<file path="config.mk">
export PLATFORM = sky130hd
export DESIGN_NAME = jtun_dtm
export DESIGN_NICKNAME = d
export VERILOG_FILES = /design/src/rtl/jtun_pkg.sv /design/src/rtl/jtun_frame_rx.sv /design/src/rtl/jtun_tx.sv /design/src/rtl/jtun_regs.sv /design/src/rtl/jtun_dtm.sv
export SDC_FILE = /design/constraint.sdc
export NUM_CORES = 1
export LEC_CHECK = 0
export ABC_AREA = 1
export ABC_CLOCK_PERIOD_IN_PS = 5810
export BUFFER_PORTS_ARGS = -buffer_cell sky130_fd_sc_hd__buf_4
export CORE_MARGIN = 2
export CORE_UTILIZATION = 33
export DETAILED_ROUTE_END_ITERATION = 7
export HOLD_SLACK_MARGIN = 0.1
export PLACE_DENSITY = 0.63
export SETUP_SLACK_MARGIN = 0.05
export SYNTH_ARGS = -nofsm -noshare
export SYNTH_HDL_FRONTEND = slang
export SYNTH_SLANG_ARGS = --single-unit
</file>
<file path="constraint.sdc">
create_clock -name tck -period 5.81 [get_ports tck]
set_input_delay 0.581 -clock tck [delete_from_list [all_inputs] [get_ports tck]]
set_output_delay 0.581 -clock tck [all_outputs]
set_load 0.03 [all_outputs]
</file>
<file path="src/rtl/jtun_pkg.sv">
package jtun_pkg;
  localparam int IRW     = 6;
  localparam int ABITS   = 7;
  localparam int DATAW   = 32;
  localparam int OPW     = 2;
  localparam int DMI_W   = ABITS + DATAW + OPW;
  localparam int LENW    = 7;
  localparam int FRAME_W = IRW + DMI_W + LENW;
  localparam int CNTW    = 7;
  localparam int CSR_W   = 32;

  localparam logic [IRW-1:0] IR_IDCODE = 6'h01;
  localparam logic [IRW-1:0] IR_DTMCS  = 6'h10;
  localparam logic [IRW-1:0] IR_DMI    = 6'h11;

  localparam logic [OPW-1:0] OP_READ  = 2'd1;
  localparam logic [OPW-1:0] OP_WRITE = 2'd2;
  localparam logic [1:0]     ST_ERR   = 2'd2;
  localparam logic [1:0]     ST_BUSY  = 2'd3;
endpackage

</file>
<file path="src/rtl/jtun_frame_rx.sv">
module jtun_frame_rx
  import jtun_pkg::*;
(
  input  logic             clk,
  input  logic             rst_n,
  input  logic             sel,
  input  logic             capture,
  input  logic             shift,
  input  logic             tdi,
  output logic             frame_ok,
  output logic [IRW-1:0]   f_ir,
  output logic [LENW-1:0]  f_len,
  output logic [DMI_W-1:0] f_payload
);
  logic [CNTW-1:0]    cnt_q, cnt_d;
  logic [FRAME_W-1:0] rx_q, rx_d;
  logic [LENW-1:0]    tail_q, tail_d;
  logic [DMI_W-1:0]   len_mask;

  always_comb begin
    cnt_d  = cnt_q;
    rx_d   = rx_q;
    tail_d = tail_q;
    if (sel && capture) begin
      cnt_d = '0;
    end else if (sel && shift) begin
      if (cnt_q != '1) cnt_d = cnt_q + 1'b1;
      for (int i = 0; i < FRAME_W; i++) begin
        if (cnt_q == CNTW'(i)) rx_d[i] = tdi;
      end
      tail_d = {tdi, tail_q[LENW-1:1]};
    end
  end

  always_ff @(posedge clk or negedge rst_n) begin
    if (!rst_n) begin
      cnt_q  <= '0;
      rx_q   <= '0;
      tail_q <= '0;
    end else if (sel) begin
      cnt_q  <= cnt_d;
      rx_q   <= rx_d;
      tail_q <= tail_d;
    end
  end

  always_comb begin
    len_mask  = (tail_q == '0) ? '0 : ({DMI_W{1'b1}} >> (DMI_W - int'(tail_q)));
    f_ir      = rx_q[IRW-1:0];
    f_len     = tail_q;
    f_payload = rx_q[IRW +: DMI_W] & len_mask;
    frame_ok  = (tail_q <= LENW'(DMI_W)) &&
                ({1'b0, cnt_q} == (8'(IRW + LENW) + {1'b0, tail_q}));
  end
endmodule

</file>
<file path="src/rtl/jtun_tx.sv">
module jtun_tx
  import jtun_pkg::*;
(
  input  logic             clk,
  input  logic             rst_n,
  input  logic             sel,
  input  logic             capture,
  input  logic             shift,
  input  logic [DMI_W-1:0] cap_value,
  output logic             tdo
);
  logic [FRAME_W-1:0] tx_q, tx_d;

  always_comb begin
    tx_d = tx_q;
    if (sel && capture)    tx_d = FRAME_W'(cap_value) << IRW;
    else if (sel && shift) tx_d = tx_q >> 1;
  end

  always_ff @(posedge clk or negedge rst_n) begin
    if (!rst_n)   tx_q <= '0;
    else if (sel) tx_q <= tx_d;
  end

  assign tdo = tx_q[0];
endmodule

</file>
<file path="src/rtl/jtun_regs.sv">
module jtun_regs
  import jtun_pkg::*;
#(
  parameter logic [31:0] IDCODE    = 32'h1BEE_F0DB,
  parameter int          IDLE_HINT = 7
) (
  input  logic             clk,
  input  logic             rst_n,
  input  logic             sel,
  input  logic             capture,
  input  logic             update,
  input  logic             tap_reset,
  input  logic             frame_ok,
  input  logic [IRW-1:0]   f_ir,
  input  logic [LENW-1:0]  f_len,
  input  logic [DMI_W-1:0] f_payload,
  input  logic             req_ready,
  input  logic             rsp_valid,
  input  logic [DATAW-1:0] rsp_data,
  input  logic [1:0]       rsp_status,
  output logic             req_valid,
  output logic [ABITS-1:0] req_addr,
  output logic [DATAW-1:0] req_data,
  output logic [OPW-1:0]   req_op,
  output logic [DMI_W-1:0] cap_value,
  output logic [IRW-1:0]   ir_o
);
  logic [IRW-1:0]   ir_q, ir_d;
  logic [1:0]       sticky_q, sticky_d;
  logic             pend_q, pend_d;
  logic             reqv_q, reqv_d;
  logic [ABITS-1:0] addr_q, addr_d;
  logic [DATAW-1:0] wdat_q, wdat_d;
  logic [OPW-1:0]   op_q, op_d;
  logic [DATAW-1:0] rdat_q, rdat_d;
  logic             upd_ok;
  logic [OPW-1:0]   f_op;
  logic [CSR_W-1:0] csr_val;

  assign upd_ok = sel && update && frame_ok;
  assign f_op   = f_payload[OPW-1:0];

  always_comb begin
    ir_d     = ir_q;
    sticky_d = sticky_q;
    pend_d   = pend_q;
    reqv_d   = reqv_q;
    addr_d   = addr_q;
    wdat_d   = wdat_q;
    op_d     = op_q;
    rdat_d   = rdat_q;

    if (reqv_q && req_ready) reqv_d = 1'b0;

    if (rsp_valid && pend_q && !reqv_q) begin
      pend_d = 1'b0;
      rdat_d = rsp_data;
      if (rsp_status != 2'd0 && sticky_q == 2'd0) sticky_d = ST_ERR;
    end

    if (sel && capture && ir_q == IR_DMI && pend_q) sticky_d = ST_BUSY;

    if (upd_ok) begin
      ir_d = f_ir;
      if (f_ir == IR_DTMCS && f_len == LENW'(CSR_W)) begin
        if (f_payload[17]) begin
          sticky_d = 2'd0;
          pend_d   = 1'b0;
          reqv_d   = 1'b0;
        end else if (f_payload[16]) begin
          sticky_d = 2'd0;
        end
      end
      if (f_ir == IR_DMI && f_len == LENW'(DMI_W) &&
          (f_op == OP_READ || f_op == OP_WRITE)) begin
        if (pend_q) begin
          sticky_d = ST_BUSY;
        end else if (sticky_q == 2'd0) begin
          reqv_d = 1'b1;
          pend_d = 1'b1;
          op_d   = f_op;
          wdat_d = f_payload[OPW +: DATAW];
          addr_d = f_payload[OPW+DATAW +: ABITS];
        end
      end
    end

    if (tap_reset) ir_d = IR_IDCODE;
  end

  always_ff @(posedge clk or negedge rst_n) begin
    if (!rst_n) begin
      ir_q     <= IR_IDCODE;
      sticky_q <= '0;
      pend_q   <= 1'b0;
      reqv_q   <= 1'b0;
      addr_q   <= '0;
      wdat_q   <= '0;
      op_q     <= '0;
      rdat_q   <= '0;
    end else begin
      ir_q     <= ir_d;
      sticky_q <= sticky_d;
      pend_q   <= pend_d;
      reqv_q   <= reqv_d;
      addr_q   <= addr_d;
      wdat_q   <= wdat_d;
      op_q     <= op_d;
      rdat_q   <= rdat_d;
    end
  end

  always_comb begin
    csr_val        = '0;
    csr_val[3:0]   = 4'd1;
    csr_val[9:4]   = 6'(ABITS);
    csr_val[11:10] = sticky_q;
    csr_val[14:12] = 3'(IDLE_HINT);
    case (ir_q)
      IR_IDCODE: cap_value = DMI_W'(IDCODE);
      IR_DTMCS:  cap_value = DMI_W'(csr_val);
      IR_DMI:    cap_value = {addr_q, rdat_q, (pend_q ? ST_BUSY : sticky_q)};
      default:   cap_value = '0;
    endcase
  end

  assign req_valid = reqv_q;
  assign req_addr  = addr_q;
  assign req_data  = wdat_q;
  assign req_op    = op_q;
  assign ir_o      = ir_q;
endmodule

</file>
<file path="src/rtl/jtun_dtm.sv">
module jtun_dtm
  import jtun_pkg::*;
#(
  parameter int          NUM_CHAINS = 4,
  parameter int          CHAIN_ID   = 4,
  parameter logic [31:0] IDCODE     = 32'h1BEE_F0DB,
  parameter int          IDLE_HINT  = 7
) (
  input  logic                  tck,
  input  logic                  rst_n,
  input  logic [NUM_CHAINS-1:0] usr_sel_vec,
  input  logic                  usr_capture,
  input  logic                  usr_shift,
  input  logic                  usr_update,
  input  logic                  usr_reset,
  input  logic                  usr_tdi,
  output logic                  usr_tdo,
  output logic                  dmi_req_valid,
  input  logic                  dmi_req_ready,
  output logic [6:0]            dmi_req_addr,
  output logic [31:0]           dmi_req_data,
  output logic [1:0]            dmi_req_op,
  input  logic                  dmi_rsp_valid,
  input  logic [31:0]           dmi_rsp_data,
  input  logic [1:0]            dmi_rsp_status,
  input  logic                  ndm_reset_req,
  output logic                  cpu_rst_n
);
  localparam int SEL_IDX = CHAIN_ID - 1;

  logic [1:0]       rst_sync_q;
  logic             dbg_rst_n;
  logic             sel;
  logic             frame_ok;
  logic [IRW-1:0]   f_ir;
  logic [LENW-1:0]  f_len;
  logic [DMI_W-1:0] f_payload;
  logic [DMI_W-1:0] cap_value;
  logic [IRW-1:0]   nested_ir;
  logic             cpu_rst_q, cpu_rst_d;

  always_ff @(posedge tck or negedge rst_n) begin
    if (!rst_n) rst_sync_q <= '0;
    else        rst_sync_q <= {rst_sync_q[0], 1'b1};
  end
  assign dbg_rst_n = rst_sync_q[1];

  assign sel = usr_sel_vec[SEL_IDX];

  jtun_frame_rx u_rx (
    .clk(tck), .rst_n(dbg_rst_n), .sel(sel), .capture(usr_capture),
    .shift(usr_shift), .tdi(usr_tdi), .frame_ok(frame_ok), .f_ir(f_ir),
    .f_len(f_len), .f_payload(f_payload)
  );

  jtun_regs #(.IDCODE(IDCODE), .IDLE_HINT(IDLE_HINT)) u_regs (
    .clk(tck), .rst_n(dbg_rst_n), .sel(sel), .capture(usr_capture),
    .update(usr_update), .tap_reset(usr_reset), .frame_ok(frame_ok),
    .f_ir(f_ir), .f_len(f_len), .f_payload(f_payload),
    .req_ready(dmi_req_ready), .rsp_valid(dmi_rsp_valid),
    .rsp_data(dmi_rsp_data), .rsp_status(dmi_rsp_status),
    .req_valid(dmi_req_valid), .req_addr(dmi_req_addr),
    .req_data(dmi_req_data), .req_op(dmi_req_op),
    .cap_value(cap_value), .ir_o(nested_ir)
  );

  jtun_tx u_tx (
    .clk(tck), .rst_n(dbg_rst_n), .sel(sel), .capture(usr_capture),
    .shift(usr_shift), .cap_value(cap_value), .tdo(usr_tdo)
  );

  assign cpu_rst_d = ~ndm_reset_req;
  always_ff @(posedge tck or negedge dbg_rst_n) begin
    if (!dbg_rst_n) cpu_rst_q <= 1'b1;
    else            cpu_rst_q <= cpu_rst_d;
  end
  assign cpu_rst_n = cpu_rst_q;
endmodule

</file>
; After elaboration in Yosys (flattened, before gate mapping)
; Cells that the tools add are included.
[word_totals]
ff_bits = 201
inputBits = 48
output_inout_bits = 44
elab_cells = 233
[classes]
addsub = 3
n_lt_le_gt_ge = 1
eq_ne = 57
shifts = 1
mux = 33
n_bitwise = 4
reduce_logical = 74
[ops]
columns = operator, n
row1 = $reduce_and 4->1, 48
row2 = $pmux 41 s3, 1
row3 = $eq 7x6->1 const B, 17
row4 = $eq 7x5->1 const B, 16
row5 = $mux 54, 2
row6 = $eq 7x4->1 const B, 8
row7 = $and 41x41->41, 1
row8 = $mux 41, 1
row9 = $shr 41x32->41 const A, 1
row10 = $eq 7x3->1 const B, 4
row11 = $eq 6x5->1 const B, 4
row12 = $mux 7, 3
row13 = $mux 2, 10
row14 = $eq 7x2->1 const B, 2
row15 = $logic_and 1x1->1, 14
row16 = $logic_not 7->1, 2
row17 = $mux 1, 14
row18 = $mux 6, 2
row19 = $add 4x7->8 const A, 1
row20 = $eq 7x8->1, 1
row21 = $reduce_bool 2->1, 4
row22 = $sub 6x7->8 const A, 1
row23 = $add 7x1->7 const B, 1
row24 = $eq 7x1->1 const B, 1
row25 = other kinds (11), 14

; Longest topological paths before layout
; Gate-level depths: netlist of the first run.
[depth]
depth_word = 11
depth_mapped = 18
ltp_nobuf = 17

; Cells and area by module
; From an unflattened synthesis of the first run, not the netlist that was laid out.
[hier_totals]
cells_unflattened = 1286
area_unflattened_um2 = 10082.2
[by_module_without_submodules]
columns = mod, instances, cells_each, area_per_inst_um2, seq_area_each_um2
row1 = jtun_frame_rx, 1, 533, 3971.3, 1526.5
row2 = jtun_regs, 1, 487, 3866.2, 2078.2
row3 = jtun_tx, 1, 261, 2160.8, 1176.1
row4 = jtun_dtm, 1, 5, 83.8, 76.3

; Worst setup path before layout of the first run
; No wires, ideal clock.
[synth_timing]
path_type = register to register
start = register u_rx.tail_q[1] (netlist: u_rx.f_len[1])
end = register u_regs.addr_q[0] (netlist: u_regs.req_addr[0])
setup_time_ns = 0.118
arrival_time_ns = 2.027
t_required_ns = 5.692
path_slack_ns = 3.665
path_stages_with_launch = 18
path_buffers = 1
synth_period_minus_slack_ns = 2.145
cell_sequence = dfrtp_1 inv_2 ha_1 inv_2 nand2_1 nand2_1 nand2_1 nand2_1 inv_1 nand2_1 nand3_4 nor2_2 nand2_1 nand2_2 nand4_2 buf_2 nand2_1 nand2_1
[synth_between]
elab_chain_len = 8
word_cells_on_any_way = 17
classes_between = add/sub: 2 / order compare: 1 / eq/ne: 4 / shift: 1 / mux: 1 / bitwise: 1 / reduce/logical: 7
[synth_lines]
columns = element, line
row1 = from (decl), jtun_frame_rx.sv:17  ; logic [LENW-1:0] tail_q, tail_d;
row2 = from (signal assigned), jtun_frame_rx.sv:43  ; tail_q <= tail_d;
row3 = $sub 6x7->8, jtun_frame_rx.sv:48  ; len_mask = (tail_q == '0) ? '0 : ({DMI_W{1'b1}} >> (DMI_W - int'(tail_q)));
row4 = $shr 41x32->41, jtun_frame_rx.sv:48
row5 = $mux 41, jtun_frame_rx.sv:48
row6 = $and 41x41->41, jtun_frame_rx.sv:51  ; f_payload = rx_q[IRW +: DMI_W] & len_mask;
row7 = $eq 2x1->1 or $eq 2x2->1 (tied branches), jtun_regs.sv:75  ; (f_op == OP_READ || f_op == OP_WRITE)) begin
row8 = $logic_or 1x1->1, jtun_regs.sv:75
row9 = $logic_and 1x1->1, jtun_regs.sv:74  ; if (f_ir == IR_DMI && f_len == LENW'(DMI_W) &&
row10 = $reduce_and 4->1 (no source line), --
row11 = to (signal assigned), jtun_regs.sv:106  ; addr_q <= addr_d;
row12 = to (decl), jtun_regs.sv:32  ; logic [ABITS-1:0] addr_q, addr_d;
; Parallel ways exist; a longest one is shown, timed or not.
; A chain may end at the register's enable or synchronous reset.

; Worst setup path after layout of the first run
[layout_timing]
start = register u_rx.tail_q[1] (netlist: u_rx.f_len[1])
end = register u_regs.wdat_q[9] (netlist: u_regs.req_data[9])
[layout_between]
elab_chain_len = 8
word_cells_on_any_way = 17
classes_between = add/sub: 2 / order compare: 1 / eq/ne: 4 / shift: 1 / mux: 1 / bitwise: 1 / reduce/logical: 7
[layout_lines]
columns = element, line
row1 = $sub 6x7->8, jtun_frame_rx.sv:48
row2 = $shr 41x32->41, jtun_frame_rx.sv:48
row3 = $mux 41, jtun_frame_rx.sv:48
row4 = $and 41x41->41, jtun_frame_rx.sv:51
row5 = $eq 2x1->1 or $eq 2x2->1 (tied branches), jtun_regs.sv:75
row6 = $logic_or 1x1->1, jtun_regs.sv:75
row7 = $logic_and 1x1->1, jtun_regs.sv:74
row8 = $reduce_and 4->1 (no source line), --
row9 = to (signal assigned), jtun_regs.sv:107  ; wdat_q <= wdat_d;
row10 = to (decl), jtun_regs.sv:33  ; logic [DATAW-1:0] wdat_q, wdat_d;
; Parallel ways exist; a longest one is shown, timed or not.

==> summary.txt, run 1 <==
Hold path
  – Min-Delay Path Class: primary input to register
  – Worst hold endpoint: cpu_rst_n
  – Hold wc startpoint: ndm_reset_req
  – Hold Crit Depth: 2

Die
  – Num ports: 92
  – Die ar.: 30100 µm²
  – Core footprint: 28500 µm²
  – Rows: 62
  – Die X: 173 µm
  – Initial Utilization: 33.3%
  – Die height: 173 µm

Final layout
  – P&R area growth vs syn: 16.6%
  – Commonest non-fill, non-tap cell in the layout: nand2_1
  – Ant diodes: 0
  – Proportion of layout cells with a drive suffix above 1: 15.2%
  – Commonest cells after routing, fill and taps aside: nand2_1, dfrtp_1, inv_1, nor2_1, buf_4
  – FILL cells: 2898
  – Final nets: around 1.3k
  – Fin area: approximately 11000 µm²

Placed design
  – GPL Wtd Cong: a little under 0.9
  – Input/output buffers: 88
  – HPWL Detailed: 16.9 mm
  – Area post-placement: 10500 µm²
  – Worst slack, placed: 1980 ps

Timing
  – Setup_tns: 0 ps
  – Slew Viols, Final: 0
  – Final Worst Setup Slack: roughly 1900 ps
  – Hold Slack: 250 ps
  – Max-slew headroom: 21.4%
  – Tcrit/Tclk final: 66.7%
  – Worst slew pin tran: 1180 ps
  – Final Hold Vio Count: 0
  – Clock Skews: roughly 11 ps
  – Final setup vio count: 0
  – Min cycle time layout: 3880 ps
  – Max frequency: roughly 260 MHz
  – RSZ-0062 raised after global routing: false

Global route
  – Tot GR Track Use: 16.9%
  – Largest net degree at the start of global routing: 120
  – Vias in the first global route: a little under 8k
  – First-pass GRT wire length: between 40 and 50 mm
  – Total gr overflow: 0
  – Initial antenna violation count: 0

Setup path
  – R2r startpoint: u_rx.f_len[1]
  – WS Path Type: register to register
  – Max FO, Critical Path: 43
  – Worst path cell trace: inv_2 -> ha_1 -> inv_2 -> nand2_1 -> nand2_1 -> nand2_1 -> nand2_1 -> inv_1 -> nand2_1 -> nand3_4 -> nor2_2 -> nand2_1 -> nand2_2 -> nand4_2 -> nand2_1 -> nand2_1
  – CP Capture Type: register
  – Worst Path Required: 6130 ps
  – Flop2flop setup slack: 1930 ps
  – FF-to-FF path depth: 16
  – Highest-delay cell along the critical path: nand4_2
  – Arr. time, crit path: 4200 ps
  – Crit start category: register
  – R2R Path End: u_regs.req_data[9]
  – Cell family with most CP delay: simple AND/OR/NAND/NOR gates
  – Most common cell on crit path: nand2_1
  – Slowest stage delay, CP: 860 ps
  – Buf/Inv on CP: 3

CTS
  – Clk root buf: clkbuf_16
  – Clock latency on the worst-skew pair: approximately 440 ps
  – Htree depth: 4
  – Postcts setup bufs: 0
  – CTS Buf Count: 17
  – Clock sink count: 194
  – Clock Tree Buf Depth: 2
  – Worst-path clk slew: 70 ps
  – CTS tree: yes

Logic synthesis
  – Cell Area, Synth: 9480 µm²
  – Synthesized Nets: 1207
  – Synth top area share: between 50% and 60%
  – Seq/Total Area, Yosys: 51.2%
  – Mean post-synth cell area: between 8 and 9 µm²
  – Yosys warning count: 0
  – Synthesized instance count: approximately 1.2k
  – Leading area contributor after synthesis: dfrtp_1
  – Distinct cell type count of the synthesized netlist: 42
  – Post-synthesis register bit count: slightly below 200
  – Top cells by area, synth: dfrtp_1, nand2_1, inv_1

Routing
  – First DRT Iteration DRCs: 763
  – DRC viols: 0
  – Post-route ant nets: 0
  – DR pass1 iterations: 5
  – Routed len/inst: 15.2 µm
  – Vias per cell: between 4 and 5
  – Via count: roughly 8k
  – Routed WL: 24.5 mm

Run status
  – Status: finished, final reports clean

Pwr
  – PD cells: 285 nW/µm²
  – Worst VDD drop: 0.000215 V
  – P_leak: 5.72 nW

Flow run
  – Max cap viols: 0
-- synthesized netlist by cell type --
cell / number
ha_1: 8
xor2_1: 1
clkinv_1: 3
dfrtp_1: 192
inv_1: 113
a211oi_1: 4
clkbuf_1: 36
inv_2: 12
nand3_2: 2
nor3_2: 2
nor2_8: 1
o21ai_0: 58
o211a_1: 2
conb_1: 1
o22ai_1: 6
nor3_1: 10
nand3_1: 81
nor4_1: 4
a22oi_1: 1
nor2_2: 5
nand2_1: 316
mux2i_1: 17
a31oi_1: 22
nand4_1: 9
dfstp_2: 2
nor3b_1: 2
o211ai_1: 15
nor4_2: 1
nand4_2: 1
o31ai_1: 2
buf_2: 10
nor2_4: 4
nand2_2: 7
buf_6: 4
buf_4: 3
mux2_2: 18
inv_4: 1
o221ai_1: 15
o21ai_1: 3
a21oi_1: 43
nand3_4: 1
nor2_1: 113
-- flip-flops by register name (all words and copies together) (netlist names) --
name	flops
u_rx.cnt_q	7
cpu_rst_n	1
u_regs.req_addr	7
u_regs.pend_q	1
u_regs.ir_o	6
u_regs.sticky_q	2
u_tx.tx_q	47
rst_sync_q	2
u_regs.req_valid	1
u_rx.rx_q	47
u_regs.req_data	32
u_rx.f_len	7
u_regs.req_op	2
u_regs.rdat_q	32
-- how the worst max path moves through the flow --
stage,start,endpoint,slack [ps],depth (start not counted)
floorplan,rst_sync_q[1],u_regs.ir_o[1],2610,0
global placement,u_rx.f_len[1],u_regs.req_data[4],2020,16
detailed placement,u_rx.f_len[1],u_regs.req_data[22],1980,16
CTS,u_rx.f_len[1],u_regs.req_data[22],1960,16
global route,u_rx.f_len[1],u_regs.req_data[21],1520,16
finish,u_rx.f_len[1],u_regs.req_data[9],1930,16
-- timing repair --
item / in CTS / in global routing
gates resized for setup: 0 / 0
endpoints found under the hold margin: 2 / 0
hold buffers: 1 / 0
-- per-stage QoR --
step / util, % / power [W] / cells
finish: 38.8 / 0.00315 / 1610
CTS: 38.8 / 0.00317 / 1610
global route: 38.8 / 0.00332 / 1610
detailed placement: 36.7 / 0.00199 / 1577
floorplan: - / 0.00184 / 1151
global placement: 36.7 / 0.00199 / 1577
-- logic make-up (layout without fill, tap and decap cells) --
logic type                 after synthesis  after routing  synth area share, %
AOI/OAI and AO/OA                      171            171                 10.7
DFF                                    194            194                 51.2
muxes                                   35             35                 3.93
and+or+nand+nor                        559            559                 25.2
adders and majority gates                8              8                 1.06
buffers and inverters                  182            257                 7.80
other                                    1              1               0.0396
xor gates and xnor gates                 1              1               0.0924
-- layout make-up --
| type | instances | area, µm² | area share (%) |
|---|---|---|---|
| Clock buffer | 22 | 454 | 4.11 |
| Clock inverter | 10 | 125 | 1.13 |
| Inverter | 129 | 487 | 4.40 |
| Multi-Input combinational cell | 775 | 3910 | 35.4 |
| Sequential cell | 194 | 4860 | 44.0 |
| Tap cell | 384 | 480 | 4.35 |
| Timing Repair Buffer | 96 | 736 | 6.66 |
-- layer usage --
layer	track usage, %	up-vias	wire, µm
met1	24.2	3808	11900
met5	0	-	0
li1	-	3863	-
met3	3.11	20	1100
met2	26.5	184	11200
met4	4.06	0	269
-- worst reg2reg max path: cells and delay by family (launching register included) --
family	cells	cell delay, ps
buffers and inverters	3	430
adders and majority gates	1	280
DFF	1	490
and+or+nand+nor	12	2560
-- power by group --
| part | switching [W] | total [W] | internal, W |
|---|---|---|---|
| Combinational | 0.000346 | 0.000490 | 0.000144 |
| Sequential | 0.0000684 | 0.00149 | 0.00142 |
| Clock | 0.000524 | 0.00118 | 0.000652 |
Note: power is estimated with default switching activity, not from simulation.
==> run 2: changes to the inputs <==
--- a/config.mk
+++ b/config.mk
@@ -5,14 +5,14 @@
 export SDC_FILE = /design/constraint.sdc
 export NUM_CORES = 1
 export LEC_CHECK = 0
-export ABC_AREA = 1
-export ABC_CLOCK_PERIOD_IN_PS = 5810
+export ABC_AREA = 0
+export ABC_CLOCK_PERIOD_IN_PS = 3830
 export BUFFER_PORTS_ARGS = -buffer_cell sky130_fd_sc_hd__buf_4
 export CORE_MARGIN = 2
 export CORE_UTILIZATION = 33
 export DETAILED_ROUTE_END_ITERATION = 7
 export HOLD_SLACK_MARGIN = 0.1
-export PLACE_DENSITY = 0.63
+export PLACE_DENSITY = 0.62
 export SETUP_SLACK_MARGIN = 0.05
 export SYNTH_ARGS = -nofsm -noshare
 export SYNTH_HDL_FRONTEND = slang
==> constraint.sdc (replaced) <==
create_clock -name tck -period 3.83 [get_ports tck]
set_input_delay 0.383 -clock tck [delete_from_list [all_inputs] [get_ports tck]]
set_output_delay 0.383 -clock tck [all_outputs]
set_load 0.03 [all_outputs]
==> run 2 against run 1 <==
Non-clock buffer count up 14; die area is 0.48% higher; power up 61%; wire length down 3.9%; sequential cell count is the same; sequential share of layout area fell by 0.46 points; sequential power is 53% higher; synthesized area increased by 0.50%; first-iteration DRC count is 21% lower; clock skew is 0.71 ps lower; register-to-register slack worse by 1700 ps.
==> summary.txt, run 2 <==
Global route
  – Total gr overflow: 0
  – Tot GR Track Use: around 16%
  – Vias in the first global route: around 7.0k
  – Initial antenna violation count: 0
  – Largest net degree at the start of global routing: 160
  – First-pass GRT wire length: between 30 and 40 mm

Setup path
  – WS Path Type: register to register
  – Crit start category: register
  – Worst path cell trace: inv_1 -> ha_1 -> a211o_1 -> nand2_1 -> mux2_2 -> a311oi_1 -> nor3_4 -> nand3_4 -> buf_12 -> mux2_1
  – Worst Path Required: 4160 ps
  – Highest-delay cell along the critical path: a311oi_1
  – Max FO, Critical Path: 30
  – Arr. time, crit path: 3910 ps
  – Slowest stage delay, CP: approximately 650 ps
  – CP Capture Type: register

Logic synthesis
  – Number of flops mapped to enable cells by yosys: 0
  – Post-synthesis adder-cell area fraction: 1.05%
  – Leading area contributor after synthesis: dfrtp_1
  – Multiplexer area fraction after synthesis: approximately 16%
  – Cell Area, Synth: 9530 µm²
  – Most frequent cell after synthesis: dfrtp_1
  – Fraction of the mapped netlist area in simple logic gates: around 15%
  – Distinct cell type count of the synthesized netlist: 70
  – Top cells by area, synth: dfrtp_1, mux2_2, mux2_4
  – Yosys warning count: 0
  – Main combinational cell family by area after synthesis: multiplexers
  – Synthesized Nets: 928
  – Synth top area share: 50.4%
  – Post-Synth XOR/XNOR Area: 1.65%
  – Mean post-synth cell area: ~11 µm²
  – Post-synth top cells: dfrtp_1, mux2_2, nand2_1
  – Seq/Total Area, Yosys: 51.0%
  – Share of async-settable or async-resettable flops after synthesis: 100%
  – Compound-Gate Fraction of Synth Area: ~11%
  – Most used DFF post-synth: dfrtp_1
  – Post-synthesis register bit count: 194
  – Synthesized instance count: between 800 and 900

Timing
  – Max frequency: between 200 and 300 MHz
  – RSZ-0062 raised after global routing: false
  – Final Hold Vio Count: 0
  – Final setup vio count: 0
  – Tcrit/Tclk final: 93.6%
  – Hold Slack: approximately 130 ps
  – Min cycle time layout: 3580 ps
  – Setup_tns: 0 ps
  – Slew Viols, Final: 0
  – Final Worst Setup Slack: 247 ps
  – Max-slew headroom: 26.5%
  – Clock Skews: 9.88 ps
  – Worst slew pin tran: 1100 ps

Pwr
  – Cell-internal power: 0.00337 W
  – Combinational share of power: 20.6%
  – PD cells: about 450 nW/µm²
  – Worst VDD drop: 0.000324 V
  – Sequential share of power: 44.9%
  – Switching power: 0.00170 W
  – P_leak: ~5.4 nW
  – Clock share of power: between 30% and 40%
  – Switching portion of total power: 33.5%

CTS
  – Clk root buf: clkbuf_16
  – Worst-path clk slew: 80 ps
  – CTS Buf Count: 17
  – Clock latency on the worst-skew pair: 450 ps
  – Htree depth: 4
  – CTS tree: yes
  – Clock sink count: 194
  – Clock Tree Buf Depth: 2

Die
  – Core footprint: 28500 µm²
  – Initial Utilization: 33.4%
  – Num ports: between 90 and 100
  – Die height: 174 µm
  – Rows: 62
  – Die X: 174 µm
  – Die ar.: 30200 µm²

Routing
  – Routed WL: about 24 mm
  – Routed len/inst: 17.7 µm
  – First DRT Iteration DRCs: around 600
  – Via count: just under 7k
  – Post-route ant nets: 0
  – DRC viols: 0
  – Vias per cell: 5.15
  – DR pass1 iterations: 5

Placed design
  – GPL Wtd Cong: ~0.85
  – HPWL Detailed: about 16 mm
  – Area post-placement: between 10000 and 15000 µm²
  – Input/output buffers: 88
  – Worst slack, placed: about 270 ps

Final layout
  – Commonest cells after routing, fill and taps aside: dfrtp_1, buf_4, mux2_2
  – Proportion of layout cells with a drive suffix above 1: 29.2%
  – Fin area: 11200 µm²
  – Commonest non-fill, non-tap cell in the layout: dfrtp_1
  – Ant diodes: 0
  – Final nets: 993
  – Top flop regs: u_rx.rx_q: 47 flops, u_tx.tx_q: 47 flops
  – Final Util: 39.1%
  – FILL cells: around 2.8k
  – P&R area growth vs syn: 17.2%

Flow run
  – Max cap viols: 0

Hold path
  – Min-Delay Path Class: primary input to register

Run status
  – Status: finished, final reports clean
==> run 2: changes by cell type in the layout (fill, tap and decap cells not counted), sizes merged, moves of 22 or more <==
cell / change
and3: +22
inv: -91
mux2: +99
nand2: -242
nand3: -39
nor2: -80
==> run 2: worst max-delay path, delay by kind of cell, from the launching register on <==
kind                       cells  cell delay, ps
AOI/OAI and AO/OA              2             990
adders and majority gates      1             240
buffers and inverters          2             440
DFF                            1             570
muxes                          2             680
and+or+nand+nor                3             530
==> run 2: cells by family (layout without fill, tap and decap cells) <==
kind of cell | after synthesis | after routing
mux | 128 | 128
other cells | 1 | 1
buf+inv | 94 | 172
xor+xnor | 18 | 18
simple gates | 272 | 272
compound gates | 157 | 157
fa+ha+maj | 8 | 8
flops | 194 | 194
==> run 2: final cells by class <==
type / instances / area, µm² / share of cell area [%]
flip-flops and latches: 194 / 4860 / 43.5
multi-input cells: 584 / 4290 / 38.4
repair buffers: 110 / 856 / 7.66
well taps: 384 / 480 / 4.30
clock buffers: 17 / 425 / 3.81
clock inverters: 15 / 145 / 1.30
inverters: 30 / 113 / 1.01
==> run 2: final timing paths <==
| check | from | depth (start not counted) | slack [ps] | end |
|---|---|---|---|---|
| setup / recovery | u_rx.f_len[2] | 10 | 250 | u_regs.req_data[31] |
| hold / removal | usr_reset | 2 | 130 | u_regs.ir_o[5] |
| setup reg to reg | u_rx.f_len[2] | 10 | 250 | u_regs.req_data[31] |
| hold reg to reg | rst_sync_q[1] | 0 | 290 | u_regs.rdat_q[8] |
| max in group asynchronous | rst_sync_q[1] | 1 | 2320 | u_rx.rx_q[39] |
| min in group asynchronous | rst_n | 2 | 250 | rst_sync_q[0] |
==> run 2: stage by stage <==
stage	total power [W]	cells
6_report	0.00507	1334
5_1_grt	0.00532	1334
4_1_cts	0.00509	1334
3_5_place_dp	0.00334	1300
3_3_place_gp	0.00332	1300
2_1_floorplan	0.00300	872
==> run 2: power by group through the flow <==
stage                     Sequential [W]  Clock (W)  Combinational, W
final                            0.00228    0.00175           0.00104
after floorplan                  0.00225          0          0.000744
after CTS                        0.00227    0.00178           0.00103
after detailed placement         0.00231          0           0.00103
after global routing             0.00229    0.00187           0.00116
after global placement           0.00231          0           0.00102
==> run 2: metal layers <==
layer	track usage, %	vias to the layer above	routed length (µm)
met3	3.24	26	1120
met4	5.11	0	372
met1	22.0	3449	10900
met2	25.6	164	11100
li1	-	3235	-
met5	0	-	0
==> run 2: what timing repair did <==
| action | in CTS | in global routing |
|---|---|---|
| endpoints found under the setup margin | 0 | 0 |
| hold endpoints to repair | 3 | 0 |
| resized for setup | 0 | 0 |
| hold buffers | 2 | 0 |
| buffers inserted | 0 | 0 |
==> run 3: changes to the inputs <==
--- a/config.mk
+++ b/config.mk
@@ -12,7 +12,6 @@
 export CORE_UTILIZATION = 33
 export DETAILED_ROUTE_END_ITERATION = 7
 export HOLD_SLACK_MARGIN = 0.1
-export PLACE_DENSITY = 0.62
 export SETUP_SLACK_MARGIN = 0.05
 export SYNTH_ARGS = -nofsm -noshare
 export SYNTH_HDL_FRONTEND = slang
==> constraint.sdc (replaced) <==
create_clock -name tck -period 3.83 [get_ports tck]
set_input_delay 0.383 -clock tck [delete_from_list [all_inputs] [get_ports tck]]
set_output_delay 0.383 -clock tck [all_outputs]
set_load 0.05 [all_outputs]
==> run 3 against run 2 <==
First-iteration DRC count is 19% lower; sequential power hardly changed; combinational power is 5% higher; non-clock buffer count is 10 higher; core utilization is 0.25 points higher; via count is 0.23% higher; register-to-register slack better by 160 ps; largest cell class unchanged; largest power group unchanged.
==> summary.txt, run 3 (same netlist as run 2, synthesis figures left out) <==
Placed design
  – Worst slack, placed: 387 ps
  – GPL Wtd Cong: roughly 0.85
  – HPWL Detailed: between 15 and 20 mm
  – Input/output buffers: between 80 and 90
  – # placed instances: 1310

Setup path
  – Worst Path Required: 4150 ps
  – Crit start category: register
  – Max FO, Critical Path: 40
  – WS Path Type: register to register
  – Arr. time, crit path: 3740 ps
  – CP Capture Type: register

Routing
  – Met3 WL post-DR: 1.06 mm
  – DRC viols: 0
  – Vias per cell: 5.13
  – Routed WL: 23.9 mm
  – DR pass1 iterations: 5
  – First DRT Iteration DRCs: slightly below 500
  – Routed len/inst: between 15 and 20 µm
  – Post-route ant nets: 0
  – Met1 Routed Length: 11.3 mm
  – Max Used Layer: met4
  – Via count: 6890
  – Routed met2 length: approximately 11 mm

Global route
  – Largest net degree at the start of global routing: 76
  – First-pass GRT wire length: 38.8 mm
  – Tot GR Track Use: 16.1%
  – Initial antenna violation count: 0
  – Vias in the first global route: 7043
  – Total gr overflow: 0

Timing
  – Min cycle time layout: approximately 3400 ps
  – Tcrit/Tclk final: 89.4%
  – RSZ-0062 raised after global routing: false
  – Setup_tns: 0 ps
  – Final Hold Vio Count: 0
  – Max-slew headroom: between 20% and 30%
  – Slew Viols, Final: 0
  – Max frequency: 292 MHz
  – Worst slew pin tran: 1180 ps
  – Final Worst Setup Slack: 407 ps
  – Final setup vio count: 0
  – Clock Skews: 9.21 ps

Flow run
  – Max cap viols: 0

Final layout
  – Non-filler cells, final: approximately 1.3k
  – Commonest cells after routing, fill and taps aside: dfrtp_1, buf_4, mux2_2
  – P&R area growth vs syn: 18.0%
  – Proportion of layout cells with a drive suffix above 1: 29.8%
  – Top flop regs: u_rx.rx_q: 47 flops, u_tx.tx_q: 47 flops
  – Commonest non-fill, non-tap cell in the layout: dfrtp_1
  – Final nets: ~1k
  – FILL cells: 2845
  – Ant diodes: 0

Die
  – Die height: 174 µm
  – Die ar.: 30200 µm²
  – Rows: 62
  – Die X: 174 µm
  – Num ports: 92
  – Initial Utilization: 33.4%
  – Core footprint: 28500 µm²

Pwr
  – P_leak: 5.42 nW
  – PD cells: between 400 and 500 nW/µm²
  – Design Power: roughly 0.005 W
  – Worst VDD drop: 0.000313 V

CTS
  – Clock Tree Buf Depth: 2
  – Clock latency on the worst-skew pair: between 400 and 500 ps
  – CTS tree: yes
  – Htree depth: 4
  – Clk root buf: clkbuf_16
  – Cts repair resizes: 0
  – Clock sink count: 194
  – Postcts setup bufs: 0
  – CTS Buf Count: 17
  – Worst-path clk slew: 70 ps

Hold path
  – Min-Delay Path Class: primary input to register

Run status
  – Status: finished, final reports clean
-- run 3: cell types whose count changed in the layout (fill, tap and decap cells not counted) --
cell,delta
buf_12,-1
buf_4,+11
bufinv_16,+2
clkinv_2,+2
clkinv_4,-1
clkinv_8,-1
inv_6,+1
inv_8,-4
-- run 3: cell type report --
cell class              count  area (µm²)  share of cell area [%]
repair buffers            120         918                    8.17
flip-flops and latches    194        4860                    43.2
clock inverters            14         154                    1.37
inverters                  30         113                    1.00
multi-input cells         584        4290                    38.1
clock buffers              17         425                    3.78
well taps                 384         480                    4.27
-- run 3: final timing paths --
path / startpoint / to / slack, ps / cells past startpoint
max reg2reg: u_rx.f_len[2] / u_regs.req_data[31] / 410 / 11
min in group asynchronous: rst_n / rst_sync_q[1] / 260 / 2
max: u_rx.f_len[2] / u_regs.req_data[31] / 410 / 11
max in group asynchronous: rst_sync_q[1] / u_regs.ir_o[0] / 2370 / 1
min reg2reg: rst_sync_q[0] / rst_sync_q[1] / 360 / 0
min: usr_reset / u_regs.ir_o[1] / 150 / 2
-- run 3: power breakdown --
part | internal (W) | total, W | switching (W)
combinational | 0.000408 | 0.00109 | 0.000685
sequential | 0.00214 | 0.00227 | 0.000140
clock | 0.000969 | 0.00178 | 0.000810
-- run 3: layer usage --
metal | vias up | global-route usage, %
met5 | - | 0
met4 | 0 | 5.25
met3 | 32 | 3.08
met2 | 167 | 25.7
met1 | 3445 | 22.2
li1 | 3246 | -
-- run 3: per-stage QoR --
stage	util, %	area (µm²)	hold slack, ps
floorplan	-	9530	87.4
global placement	37.3	10600	166
detailed placement	37.3	10600	166
CTS	39.4	11200	132
global route	39.4	11200	133
finish	39.4	11200	148
-- run 3: timing repair --
| item | CTS | global route |
|---|---|---|
| hold buffers | 2 | 0 |
| endpoints found under the hold margin | 3 | 0 |
| setup endpoints to repair | 0 | 0 |
-- run 3: critical path, stage by stage, from the launching register on --
cell	delay, ps
dfrtp_1	570
inv_1	170
ha_1	230
a211o_1	320
nand2_1	110
mux2_2	330
a311oi_1	260
buf_4	190
nor3_4	70
nand3_4	70
buf_4	550
mux2_1	380
